===== src/rtl/fifo_rst_seq_pkg.sv =====
package fifo_rst_seq_pkg;

    typedef enum logic [1:0] {
        SQ_IDLE_WAIT = 2'd0,
        SQ_PULSE     = 2'd1,
        SQ_GUARD     = 2'd2,
        SQ_OPEN      = 2'd3
    } sq_state_e;

    function automatic int unsigned sq_max(input int unsigned a, input int unsigned b);
        return (a > b) ? a : b;
    endfunction

endpackage


===== src/rtl/fifo_rst_seq_sync.sv =====
module fifo_rst_seq_sync #(
    parameter int unsigned STAGES = 2
) (
    input  logic clk,
    input  logic rst_n,
    input  logic din,
    output logic dout
);
    logic [STAGES-1:0] chain;

    generate
        if (STAGES == 1) begin : g_one
            always_ff @(posedge clk or negedge rst_n) begin
                if (!rst_n) chain <= 1'b0;
                else        chain <= din;
            end
        end else begin : g_many
            always_ff @(posedge clk or negedge rst_n) begin
                if (!rst_n) chain <= '0;
                else        chain <= {chain[STAGES-2:0], din};
            end
        end
    endgenerate

    assign dout = chain[STAGES-1];
endmodule


===== src/rtl/fifo_rst_seq_cnt.sv =====
module fifo_rst_seq_cnt #(
    parameter int unsigned W      = 6,
    parameter int unsigned MAXVAL = 59
) (
    input  logic         clk,
    input  logic         rst_n,
    input  logic         load,
    input  logic [W-1:0] load_val,
    input  logic         dec,
    output logic         zero
);
    logic [W-1:0] cnt;

    always_ff @(posedge clk or negedge rst_n) begin
        if (!rst_n)    cnt <= '0;
        else if (load) cnt <= load_val;
        else if (dec)  cnt <= cnt - 1'b1;
    end

    assign zero = (cnt == '0);

    // the state machine never asks for a decrement at zero
    a_r8_no_underflow: assert property (@(posedge clk) disable iff (!rst_n)
        dec |-> !zero);

    // counter stays within its largest load value
    a_r8_in_range: assert property (@(posedge clk) disable iff (!rst_n)
        cnt <= W'(MAXVAL));
endmodule


===== src/rtl/fifo_rst_seq_fsm.sv =====
module fifo_rst_seq_fsm
    import fifo_rst_seq_pkg::*;
#(
    parameter int unsigned PULSE_CYCLES = 8,
    parameter int unsigned GUARD_CYCLES = 60,
    parameter int unsigned CNT_W        = 6
) (
    input  logic             clk,
    input  logic             rst_n,
    input  logic             both_good,
    input  logic             restart_req,
    input  logic             cnt_zero,
    output logic             cnt_load,
    output logic [CNT_W-1:0] cnt_load_val,
    output logic             cnt_dec,
    output logic             fifo_rst,
    output logic             fifo_ready
);
    localparam logic [CNT_W-1:0] PULSE_LD = CNT_W'(PULSE_CYCLES - 1);
    localparam logic [CNT_W-1:0] GUARD_LD = CNT_W'(GUARD_CYCLES - 1);

    sq_state_e st, st_nxt;

    // state register
    always_ff @(posedge clk or negedge rst_n) begin
        if (!rst_n) st <= SQ_IDLE_WAIT;
        else        st <= st_nxt;
    end

    // transitions and counter control
    always_comb begin
        st_nxt       = st;
        cnt_load     = 1'b0;
        cnt_load_val = '0;
        cnt_dec      = 1'b0;
        unique case (st)
            SQ_IDLE_WAIT: begin
                if (both_good) begin                 // clocks-up
                    st_nxt       = SQ_PULSE;
                    cnt_load     = 1'b1;
                    cnt_load_val = PULSE_LD;
                end
            end
            SQ_PULSE: begin
                if (!both_good) begin                // clock-lost
                    st_nxt = SQ_IDLE_WAIT;
                end else if (cnt_zero) begin         // pulse-done
                    st_nxt       = SQ_GUARD;
                    cnt_load     = 1'b1;
                    cnt_load_val = GUARD_LD;
                end else begin
                    cnt_dec = 1'b1;
                end
            end
            SQ_GUARD: begin
                if (!both_good) begin                // clock-lost
                    st_nxt = SQ_IDLE_WAIT;
                end else if (cnt_zero) begin         // guard-done
                    st_nxt = SQ_OPEN;
                end else begin
                    cnt_dec = 1'b1;
                end
            end
            SQ_OPEN: begin
                if (!both_good) begin                // clock-lost
                    st_nxt = SQ_IDLE_WAIT;
                end else if (restart_req) begin      // restart
                    st_nxt       = SQ_PULSE;
                    cnt_load     = 1'b1;
                    cnt_load_val = PULSE_LD;
                end
            end
            default: st_nxt = SQ_IDLE_WAIT;
        endcase
    end

    // outputs
    always_comb begin
        fifo_rst   = 1'b0;
        fifo_ready = 1'b0;
        unique case (st)
            SQ_PULSE: fifo_rst   = 1'b1;
            SQ_OPEN:  fifo_ready = 1'b1;
            default: ;
        endcase
    end

    // checker-side run-length counters for pulse and guard
    logic [15:0] pulse_run;
    logic [15:0] guard_run;
    always_ff @(posedge clk or negedge rst_n) begin
        if (!rst_n) begin
            pulse_run <= '0;
            guard_run <= '0;
        end else begin
            pulse_run <= fifo_rst ? pulse_run + 16'd1 : 16'd0;
            guard_run <= (st == SQ_GUARD) ? guard_run + 16'd1 : 16'd0;
        end
    end

    a_r2_rst_needs_clocks: assert property (@(posedge clk) disable iff (!rst_n)
        $rose(fifo_rst) |-> $past(both_good));

    a_r3_pulse_width: assert property (@(posedge clk) disable iff (!rst_n)
        ($fell(fifo_rst) && $past(both_good)) |-> pulse_run == 16'(PULSE_CYCLES));

    a_r4_guard_length: assert property (@(posedge clk) disable iff (!rst_n)
        $rose(fifo_ready) |-> guard_run == 16'(GUARD_CYCLES));

    a_r6_clock_lost: assert property (@(posedge clk) disable iff (!rst_n)
        !both_good |=> (!fifo_rst && !fifo_ready));

    a_r7_restart: assert property (@(posedge clk) disable iff (!rst_n)
        (fifo_ready && both_good && restart_req) |=> (fifo_rst && !fifo_ready));
endmodule


===== src/rtl/fifo_rst_seq.sv =====
module fifo_rst_seq
    import fifo_rst_seq_pkg::*;
#(
    parameter int unsigned PULSE_CYCLES = 8,
    parameter int unsigned GUARD_CYCLES = 60,
    parameter int unsigned SYNC_STAGES  = 2
) (
    input  logic clk,
    input  logic rst_n,
    input  logic wclk_good,
    input  logic rclk_good,
    input  logic restart_req,
    input  logic user_wr_en,
    input  logic user_rd_en,
    output logic fifo_rst,
    output logic fifo_wr_en,
    output logic fifo_rd_en,
    output logic fifo_ready
);
    localparam int unsigned NUM_CLK = 2;
    localparam int unsigned MAXC    = sq_max(PULSE_CYCLES, GUARD_CYCLES);
    localparam int unsigned CNT_W   = (MAXC < 2) ? 1 : $clog2(MAXC);

    logic [NUM_CLK-1:0] good_raw;
    logic [NUM_CLK-1:0] good_sync;
    logic               both_good;
    logic               cnt_load;
    logic [CNT_W-1:0]   cnt_load_val;
    logic               cnt_dec;
    logic               cnt_zero;

    assign good_raw = {rclk_good, wclk_good};

    generate
        for (genvar i = 0; i < NUM_CLK; i++) begin : g_sync
            fifo_rst_seq_sync #(.STAGES(SYNC_STAGES)) u_sync (
                .clk  (clk),
                .rst_n(rst_n),
                .din  (good_raw[i]),
                .dout (good_sync[i])
            );
        end
    endgenerate

    assign both_good = &good_sync;

    fifo_rst_seq_cnt #(.W(CNT_W), .MAXVAL(MAXC - 1)) u_cnt (
        .clk     (clk),
        .rst_n   (rst_n),
        .load    (cnt_load),
        .load_val(cnt_load_val),
        .dec     (cnt_dec),
        .zero    (cnt_zero)
    );

    fifo_rst_seq_fsm #(
        .PULSE_CYCLES(PULSE_CYCLES),
        .GUARD_CYCLES(GUARD_CYCLES),
        .CNT_W       (CNT_W)
    ) u_fsm (
        .clk         (clk),
        .rst_n       (rst_n),
        .both_good   (both_good),
        .restart_req (restart_req),
        .cnt_zero    (cnt_zero),
        .cnt_load    (cnt_load),
        .cnt_load_val(cnt_load_val),
        .cnt_dec     (cnt_dec),
        .fifo_rst    (fifo_rst),
        .fifo_ready  (fifo_ready)
    );

    assign fifo_wr_en = user_wr_en & fifo_ready;
    assign fifo_rd_en = user_rd_en & fifo_ready;

    // no enable reaches the FIFO without ready and a user request
    a_r5_gate: assert property (@(posedge clk) disable iff (!rst_n)
        (fifo_wr_en || fifo_rd_en) |-> fifo_ready);
endmodule


===== config.mk =====
export PLATFORM = sky130hd
export DESIGN_NAME = fifo_rst_seq
export DESIGN_NICKNAME = d
export VERILOG_FILES = /design/src/rtl/fifo_rst_seq_pkg.sv /design/src/rtl/fifo_rst_seq_sync.sv /design/src/rtl/fifo_rst_seq_cnt.sv /design/src/rtl/fifo_rst_seq_fsm.sv /design/src/rtl/fifo_rst_seq.sv
export SDC_FILE = /design/constraint.sdc
export NUM_CORES = 1
export LEC_CHECK = 0
export BUFFER_PORTS_ARGS = -buffer_cell sky130_fd_sc_hd__buf_2
export CAP_MARGIN = 25
export CELL_PAD_IN_SITES_DETAIL_PLACEMENT = 1
export CELL_PAD_IN_SITES_GLOBAL_PLACEMENT = 2
export CORE_UTILIZATION = 34
export DETAILED_ROUTE_END_ITERATION = 8
export PLACE_DENSITY_LB_ADDON = 0.25
export RECOVER_POWER = 100
export SLEW_MARGIN = 25
export SYNTH_ARGS = -nofsm -noshare
export SYNTH_HDL_FRONTEND = slang
export SYNTH_SLANG_ARGS = --single-unit

===== constraint.sdc =====
create_clock -name clk -period 2.6 [get_ports clk]
set_input_delay 0.26 -clock clk [delete_from_list [all_inputs] [get_ports clk]]
set_output_delay 0.26 -clock clk [all_outputs]
set_load 0.01 [all_outputs]

# Word level (Yosys, flattened, before mapping)
# Index checks and enable logic that the tools add are counted.
[classes]
n_mux = 27
add_sub_neg = 1
eq_ne = 7
n_reduce_logical = 6
n_bitwise = 2
[op_table]
columns = ["op", "count"]
rows = [
  ["two-way mux 6 bit", 5],
  ["case mux 6 bit (3 select lines)", 1],
  ["two-way mux 2 bit", 7],
  ["two-way mux 1 bit", 10],
  ["!= test 3 bit, second input constant", 3],
  ["case mux 2 bit (4 select lines)", 1],
  ["zero test 6 bit", 1],
  ["two-way mux 3 bit", 2],
  ["subtractor 6 x 1 -> 6 bit, second input constant", 1],
  ["== test 2 bit, second input constant", 2],
  ["AND reduction 4 bit", 1],
  ["case mux 1 bit (3 select lines)", 1],
  ["AND 1 bit", 2],
  ["== test 2 x 1 -> 1 bit, second input constant", 1],
  ["zero test 2 bit", 1],
  ["!= test 2 x 1 -> 1 bit, second input constant", 1],
  ["AND reduction 2 bit", 1],
  ["nonzero test 2 bit", 1],
  ["OR reduction 2 bit", 1],
]
[word_totals]
reg_bits = 12
out_inout_bits = 4
inputBits = 7

# Logic depth before layout (Yosys ltp)
# Gate-level depths: netlist of run 1.
[logic_depth]
depth_word = 6
mapped_depth = 7

# By module
# A second synthesis of run 1 with hierarchy kept.
[unflattened]
cells_unflattened = 79
hier_area_um2 = 749.5
[modules_own_cells]
columns = ["mod", "cells_each", "seq_area_each_um2", "area_per_inst_um2", "instances"]
rows = [
  ["fifo_rst_seq_cnt", 38, 150.1, 346.6, 1],
  ["fifo_rst_seq_fsm", 34, 50.0, 284.0, 1],
  ["fifo_rst_seq_sync", 2, 50.0, 50.0, 2],
  ["fifo_rst_seq", 3, 0.0, 18.8, 1],
]

# Least setup slack after synthesis of run 1
# OpenSTA, ideal clock, no wires.
[synth_timing]
kind = "register to register"
from = "register u_cnt.cnt[0]"
to = "register u_cnt.cnt[2]"
setup_ns = 0.126
required_ns = 2.474
slack_ns = 0.754
stages_incl_launch_ff = 8
arrival_time_ns = 1.720
path_cell_list = "dfrtp_1 > inv_1 > ha_1 > or2b_2 > o21a_1 > buf_6 > or4_1 > o311a_1"
[synth_between]
elab_chain_cells = 5
word_cells_on_any_way = 11
cone_classes = "add/sub: 1; mux: 8; reduce/logical: 2"
[synth_lines]
columns = ["item", "line_no", "text"]
rows = [
  ["start, declared", "fifo_rst_seq_cnt.sv:12", "logic [W-1:0] cnt;"],
  ["start signal, assigned", "fifo_rst_seq_cnt.sv:16", "else if (load) cnt <= load_val;"],
  ["start signal, assigned", "fifo_rst_seq_cnt.sv:17", "else if (dec) cnt <= cnt - 1'b1;"],
  ["parallel branches: the longest is 5 deep, another holds subtractor 6 x 1 -> 6 bit", "--", ""],
]
# Parallel ways; which one is timed is not known. The select of a mux whose other input is x is not followed.
# A chain may end at the register's enable or synchronous reset.

# Worst setup path in the final report of run 1
# Ends and elaborated chain as after synthesis.

==> results of run 1 <==
==> registers in the layout (all words and copies together), names as in the netlist <==
| signal | cells |
|---|---|
| g_sync.u_sync.chain | 4 |
| u_cnt.cnt | 6 |
| u_fsm.st | 2 |
==> final timing paths <==
check,slack (ps),to
max in group asynchronous,1640,g_sync[0].u_sync.chain[0]$_DFF_PN0_
worst min-delay path,110,g_sync[1].u_sync.chain[0]$_DFF_PN0_
worst min register to register,350,g_sync[0].u_sync.chain[1]$_DFF_PN0_
worst max register to register,610,u_cnt.cnt[2]$_DFFE_PN0P_
worst max-delay path,610,u_cnt.cnt[2]$_DFFE_PN0P_
min in group asynchronous,530,u_cnt.cnt[3]$_DFFE_PN0P_
==> power groups by stage <==
stage | sequential (mW) | combinational [mW] | clock (mW)
floorplan | 0.268 | 0.303 | 0
global route | 0.289 | 0.434 | 0.121
CTS | 0.279 | 0.389 | 0.113
global placement | 0.279 | 0.384 | 0
finish | 0.279 | 0.381 | 0.110
detailed placement | 0.283 | 0.384 | 0
==> per-layer routing <==
metal / wire length [um] / vias up
li1: - / 321
met1: 900 / 316
met2: 738 / 15
met3: 81 / 4
met4: 33 / 0
met5: 0 / -
==> timing repair <==
| action | in CTS | in global routing |
|---|---|---|
| endpoints found under the hold margin | 12 | 0 |
| hold buffers | 1 | 0 |
| endpoints found under the setup margin | 0 | 0 |
==> area by class of cell <==
| cell class | count | area share, % |
|---|---|---|
| multi-input cells | 62 | 52.31 |
| flip-flops and latches | 12 | 33.57 |
| repair buffers | 11 | 6.014 |
| well taps | 28 | 3.916 |
| clock buffers | 3 | 2.517 |
| inverters | 4 | 1.678 |
==> logic make-up after synthesis <==
logic type / share of synthesized area, %
xor gates and xnor gates: 1.103
and+or+nand+nor: 27.40
muxes: 2.677
AOI/OAI and AO/OA: 16.69
buffers and inverters: 3.306
adders and majority gates: 11.02
DFF: 37.80
==> cells in the mapped netlist (all sizes together) <==
cell	instances
buf	1
o21a	1
nor3b	2
mux2	1
nand3b	2
o41ai	1
o31a	1
o211ai	1
inv	4
xnor2	1
dfrtp	12
o22ai	1
o21bai	1
nand4	1
nand2b	1
nand2	1
o21ai	1
o31ai	2
nor4	1
and3b	1
nor2	9
and3	2
mux2i	1
nor3	4
a21oi	3
a31oi	3
o311a	3
or3	2
or2b	2
ha	7
or2	1
and2	3
or4	2
==> worst max-delay path: stages (launching register included) <==
cell	delay [ps]
dfrtp_1	420
inv_1	100
ha_1	180
or2b_2	310
o21a_1	300
or4_1	440
o311a_1	140
==> results_dict.tcl, run 1 <==
set metrics [dict create \
    multi_input_area_um2 467.9 \
    hold_path.startpoint "rclk_good" \
    num_antenna_cells 0 \
    clock_latency_ps 270 \
    reg2reg_depth 6 \
    nNetsFinal 108 \
    track_usage_pct 16.00 \
    cp-start-kind "flop" \
    hold_viol 0 \
    synth.avg_cell_area_um2 10.06 \
    rsz0062_at_grt "no" \
    io-pin-count 11 \
    io_buffer_count 10 \
    drt-total-wl_um 1753 \
    placed_cells 116 \
    grt_most_used_layer "met2" \
    seqPwrFrac_pct 36.2 \
    yosys_warnings 0 \
    die_h_um 50.34 \
    clockRootBuffer "clkbuf_4" \
    fin_worst_skew_ps 12.36 \
    status "finished clean" \
    cts-buffers-inserted 3 \
    worstSetupEndpointType "flop" \
    final_cells 120 \
    cts-resized-gates 0 \
    period_share_pct 76.72 \
    netSwitchingPower_mw 0.3240 \
    vias_per_cell 5.467 \
    drt_first_pass_iters 4 \
    placed_cell_area_um2 868.3 \
    gp_congestion 0.8161 \
    cp-startpoint "u_cnt.cnt[0]$_DFFE_PN0P_" \
    cts_setup_buffers 0 \
    use_met2_pct 23.11 \
    ant_nets 0 \
    final_cell_mix "12 x dfrtp_1, 9 x nor2_1, 7 x ha_1" \
    htree_levels 1 \
    wl_per_cell_um 14.61 \
    setup_ws_ps 605.3 \
    synth_cell_type_count 36 \
    place_ws_ps 613.4 \
    fmax_ghz 0.5013 \
    rows 17 \
    use_met3_pct 4.242 \
    cts_buffer_depth 2 \
    grt_max_degree 13 \
    slew_viol_final 0 \
    drc_errors 0 \
    hold_path.class "input pin to flop" \
    tightest_slew_ps 643.2 \
    path_clk_slew_ps 80 \
    die_area_um2 2534 \
    die_w_um 50.34 \
    crit_path_max_fanout 9 \
    vdd_drop_max_mv 0.3206 \
    initialDrtViolationCount 10 \
    grt_pass1_wl_um 3056 \
    comb_power_share_pct 49.5 \
    yosysTopAreaCellShare_pct 37.80 \
    cts_tree "built" \
    worstSetupPathType "flop to flop" \
    post-dp-hpwl_um 1341 \
    powerDensity_nw_per_um2 860.6 \
    area_delta_synth_final_pct 12.60 \
    p_sw_share_pct 42.08 \
    fin_hold_ws_ps 107.3 \
    synth.area.top_cells "dfrtp_1 38%, ha_1 11%, nor2_1 4.3%, o311a_2 2.8%, nor4_4 2.7%" \
    r2r_start "u_cnt.cnt[0]$_DFFE_PN0P_" \
    overflow 0 \
    clock-sinks 12 \
    drv_cap 0 \
    synth_area_leader_cell "dfrtp_1" \
    syn-cell-area_um2 794.5 \
    fin_util_pct 40.44 \
    drive_gt1_share_pct 17.39 \
    grt_pass1_vias 664 \
    fin_tns_setup_ps 0 \
    clkPwrFrac_pct 14.2 \
    core_area_um2 2212 \
    syn_nets 93 \
    yosysSeqAreaShare_pct 37.80 \
    nFillCells 269 \
    intPower_mw 0.4459 \
    vias 656 \
    start_util_pct 35.92 \
    regArea_um2 300.3 \
    netlist_instances 79 \
    relSlewSlack_pct 57.12 \
    power_mw 0.7699 \
    min_delay_path_depth 1 \
    final_area_um2 894.6 \
    synth_seq_cells 12 \
    power.leakage_nw 0.4194 \
    min_period_ps 1995 \
    critPathRequiredTime_ps 2760 \
    grtUsageMet1_pct 21.47 \
    final_common_cell "dfrtp_1" \
    cp_data_arrival_time_ps 2150 \
    setup-violations-final 0 \
    antenna_found_initial 0 \
]
Note: power is estimated with default switching activity, not from simulation.
==> run 2: changes to the inputs <==
clock period = 1.95 ns   (was 2.6 ns; I/O delays follow)
==> results_dict.tcl, run 2 (same netlist as run 1, synthesis figures left out) <==
set metrics [dict create \
    antenna_found_initial 0 \
    area_delta_synth_final_pct 20.94 \
    gp_congestion 0.8250 \
    reg_top3 "u_cnt.cnt: 6 flops, g_sync.u_sync.chain: 4 flops, u_fsm.st: 2 flops" \
    cp_data_arrival_time_ps 2030 \
    path_clk_slew_ps 70 \
    clkPwrFrac_pct 13.3 \
    tightest_slew_ps 637.8 \
    drt_first_pass_iters 4 \
    io_buffer_count 10 \
    clock_latency_ps 270 \
    fin_tns_setup_ps 0 \
    hold_viol 0 \
    io-pin-count 11 \
    top_register "u_cnt.cnt" \
    post-dp-hpwl_um 1402 \
    fmax_ghz 0.5334 \
    overflow 0 \
    nFillCells 276 \
    clockRootBuffer "clkbuf_4" \
    vdd_drop_max_mv 0.5702 \
    core_area_um2 2212 \
    powerDensity_nw_per_um2 1152 \
    grt_pass1_vias 675 \
    clock-sinks 12 \
    setup-violations-final 0 \
    fin_util_pct 43.44 \
    cts-buffers-inserted 3 \
    critPathRequiredTime_ps 2110 \
    htree_levels 1 \
    cts_tree "built" \
    netSwitchingPower_mw 0.4449 \
    die_h_um 50.34 \
    crit_path_max_fanout 8 \
    cts_buffer_depth 2 \
    cp-start-kind "flop" \
    p_sw_share_pct 40.18 \
    drc_errors 0 \
    track_usage_pct 16.33 \
    final_common_cell "dfrtp_1" \
    vias_per_cell 5.398 \
    die_area_um2 2534 \
    initialDrtViolationCount 12 \
    seqPwrFrac_pct 32.5 \
    rows 17 \
    nNetsFinal 116 \
    wl_per_cell_um 13.84 \
    drive_gt1_share_pct 29.00 \
    min_period_ps 1875 \
    drv_cap 0 \
    worstSetupEndpointType "flop" \
    power.leakage_nw 0.4649 \
    vias 691 \
    intPower_mw 0.6623 \
    drt-total-wl_um 1771 \
    num_antenna_cells 0 \
    slew_viol_final 0 \
    grt_pass1_wl_um 3091 \
    power_mw 1.107 \
    comb_power_share_pct 54.2 \
    start_util_pct 35.92 \
    die_w_um 50.34 \
    relSlewSlack_pct 57.48 \
    largest_reg_flops 6 \
    worstSetupPathType "flop to flop" \
    status "finished clean" \
    period_share_pct 96.14 \
    grt_max_degree 13 \
    fin_worst_skew_ps 11.00 \
    hold_path.class "input pin to flop" \
    ant_nets 0 \
    final_cell_mix "11 x dfrtp_1, 8 x nor2_1, 8 x buf_4" \
]
## run 2: cell count changes in the layout (fill, tap and decap cells not counted)
cell      previous run  this run
buf_4                0         8
buf_2                5         7
clkbuf_1             5         3
nor2_1               9         8
inv_1                4         3
inv_2                0         1
dfrtp_1             12        11
nor2_2               0         1
dfrtp_2              0         1
## run 2: power groups by stage
stage	logic, mW	registers (mW)	clock network, mW
final	0.600	0.360	0.147
after global routing	0.682	0.372	0.164
after CTS	0.576	0.361	0.154
after detailed placement	0.569	0.367	0
after global placement	0.558	0.363	0
after floorplan	0.404	0.358	0
## run 2: worst paths after layout
kind | from | endpoint | slack [ps] | depth (start not counted)
worst max-delay path | u_fsm.st[0]$_DFFE_PN0P_ | u_cnt.cnt[4]$_DFFE_PN0P_ | 80 | 6
worst min-delay path | rclk_good | g_sync[1].u_sync.chain[0]$_DFF_PN0_ | 30 | 1
worst max register to register | u_fsm.st[0]$_DFFE_PN0P_ | u_cnt.cnt[4]$_DFFE_PN0P_ | 80 | 6
worst min register to register | g_sync[0].u_sync.chain[0]$_DFF_PN0_ | g_sync[0].u_sync.chain[1]$_DFF_PN0_ | 350 | 0
max in group asynchronous | rst_n | u_fsm.st[1]$_DFFE_PN0P_ | 1040 | 2
min in group asynchronous | rst_n | u_cnt.cnt[3]$_DFFE_PN0P_ | 450 | 2
## run 2: area by class of cell
class,instances,area [um2],share of cell area (%)
Timing Repair Buffer,19,116.4,12.11
Sequential cell,12,301.5,31.38
Tap cell,28,35.03,3.646
Multi-Input combinational cell,62,470.5,48.96
Inverter,4,15.01,1.562
Clock buffer,3,22.52,2.344
## run 2: layer usage
metal  vias to the layer above  GRT usage [%]  routed length [um]
met5                         -              0                   0
met2                        16          27.11                 850
li1                        338              -                   -
met3                         4          1.818                  55
met1                       333          20.15                 830
met4                         0          9.722                  35
## run 2: metrics by stage
stage / area, um2 / worst slack, ps / hold WS (ps) / instances
after CTS: 938.4 / 56.31 / 25.45 / 125
after detailed placement: 905.9 / 47.30 / 87.52 / 121
after global routing: 960.9 / -6.627 / 22.22 / 128
final: 960.9 / 75.33 / 34.10 / 128
after global placement: 905.9 / 123.9 / 82.98 / 121
after floorplan: 794.5 / 104.5 / -100.6 / 79
## run 2: critical path, cell delays in order (launching register included)
cell and delay [ps]:
dfrtp_1 420, ha_1 280, nand3b_1 200, nor4_4 50, buf_4 160, or2_2 280, o311a_2 380
## run 2: repair_timing
| item | in CTS | in global routing |
|---|---|---|
| buffers inserted | 0 | 3 |
| hold buffers | 1 | 0 |
| resized for setup | 0 | 3 |
| hold endpoints to repair | 12 | 0 |
| endpoints found under the setup margin | 0 | 5 |
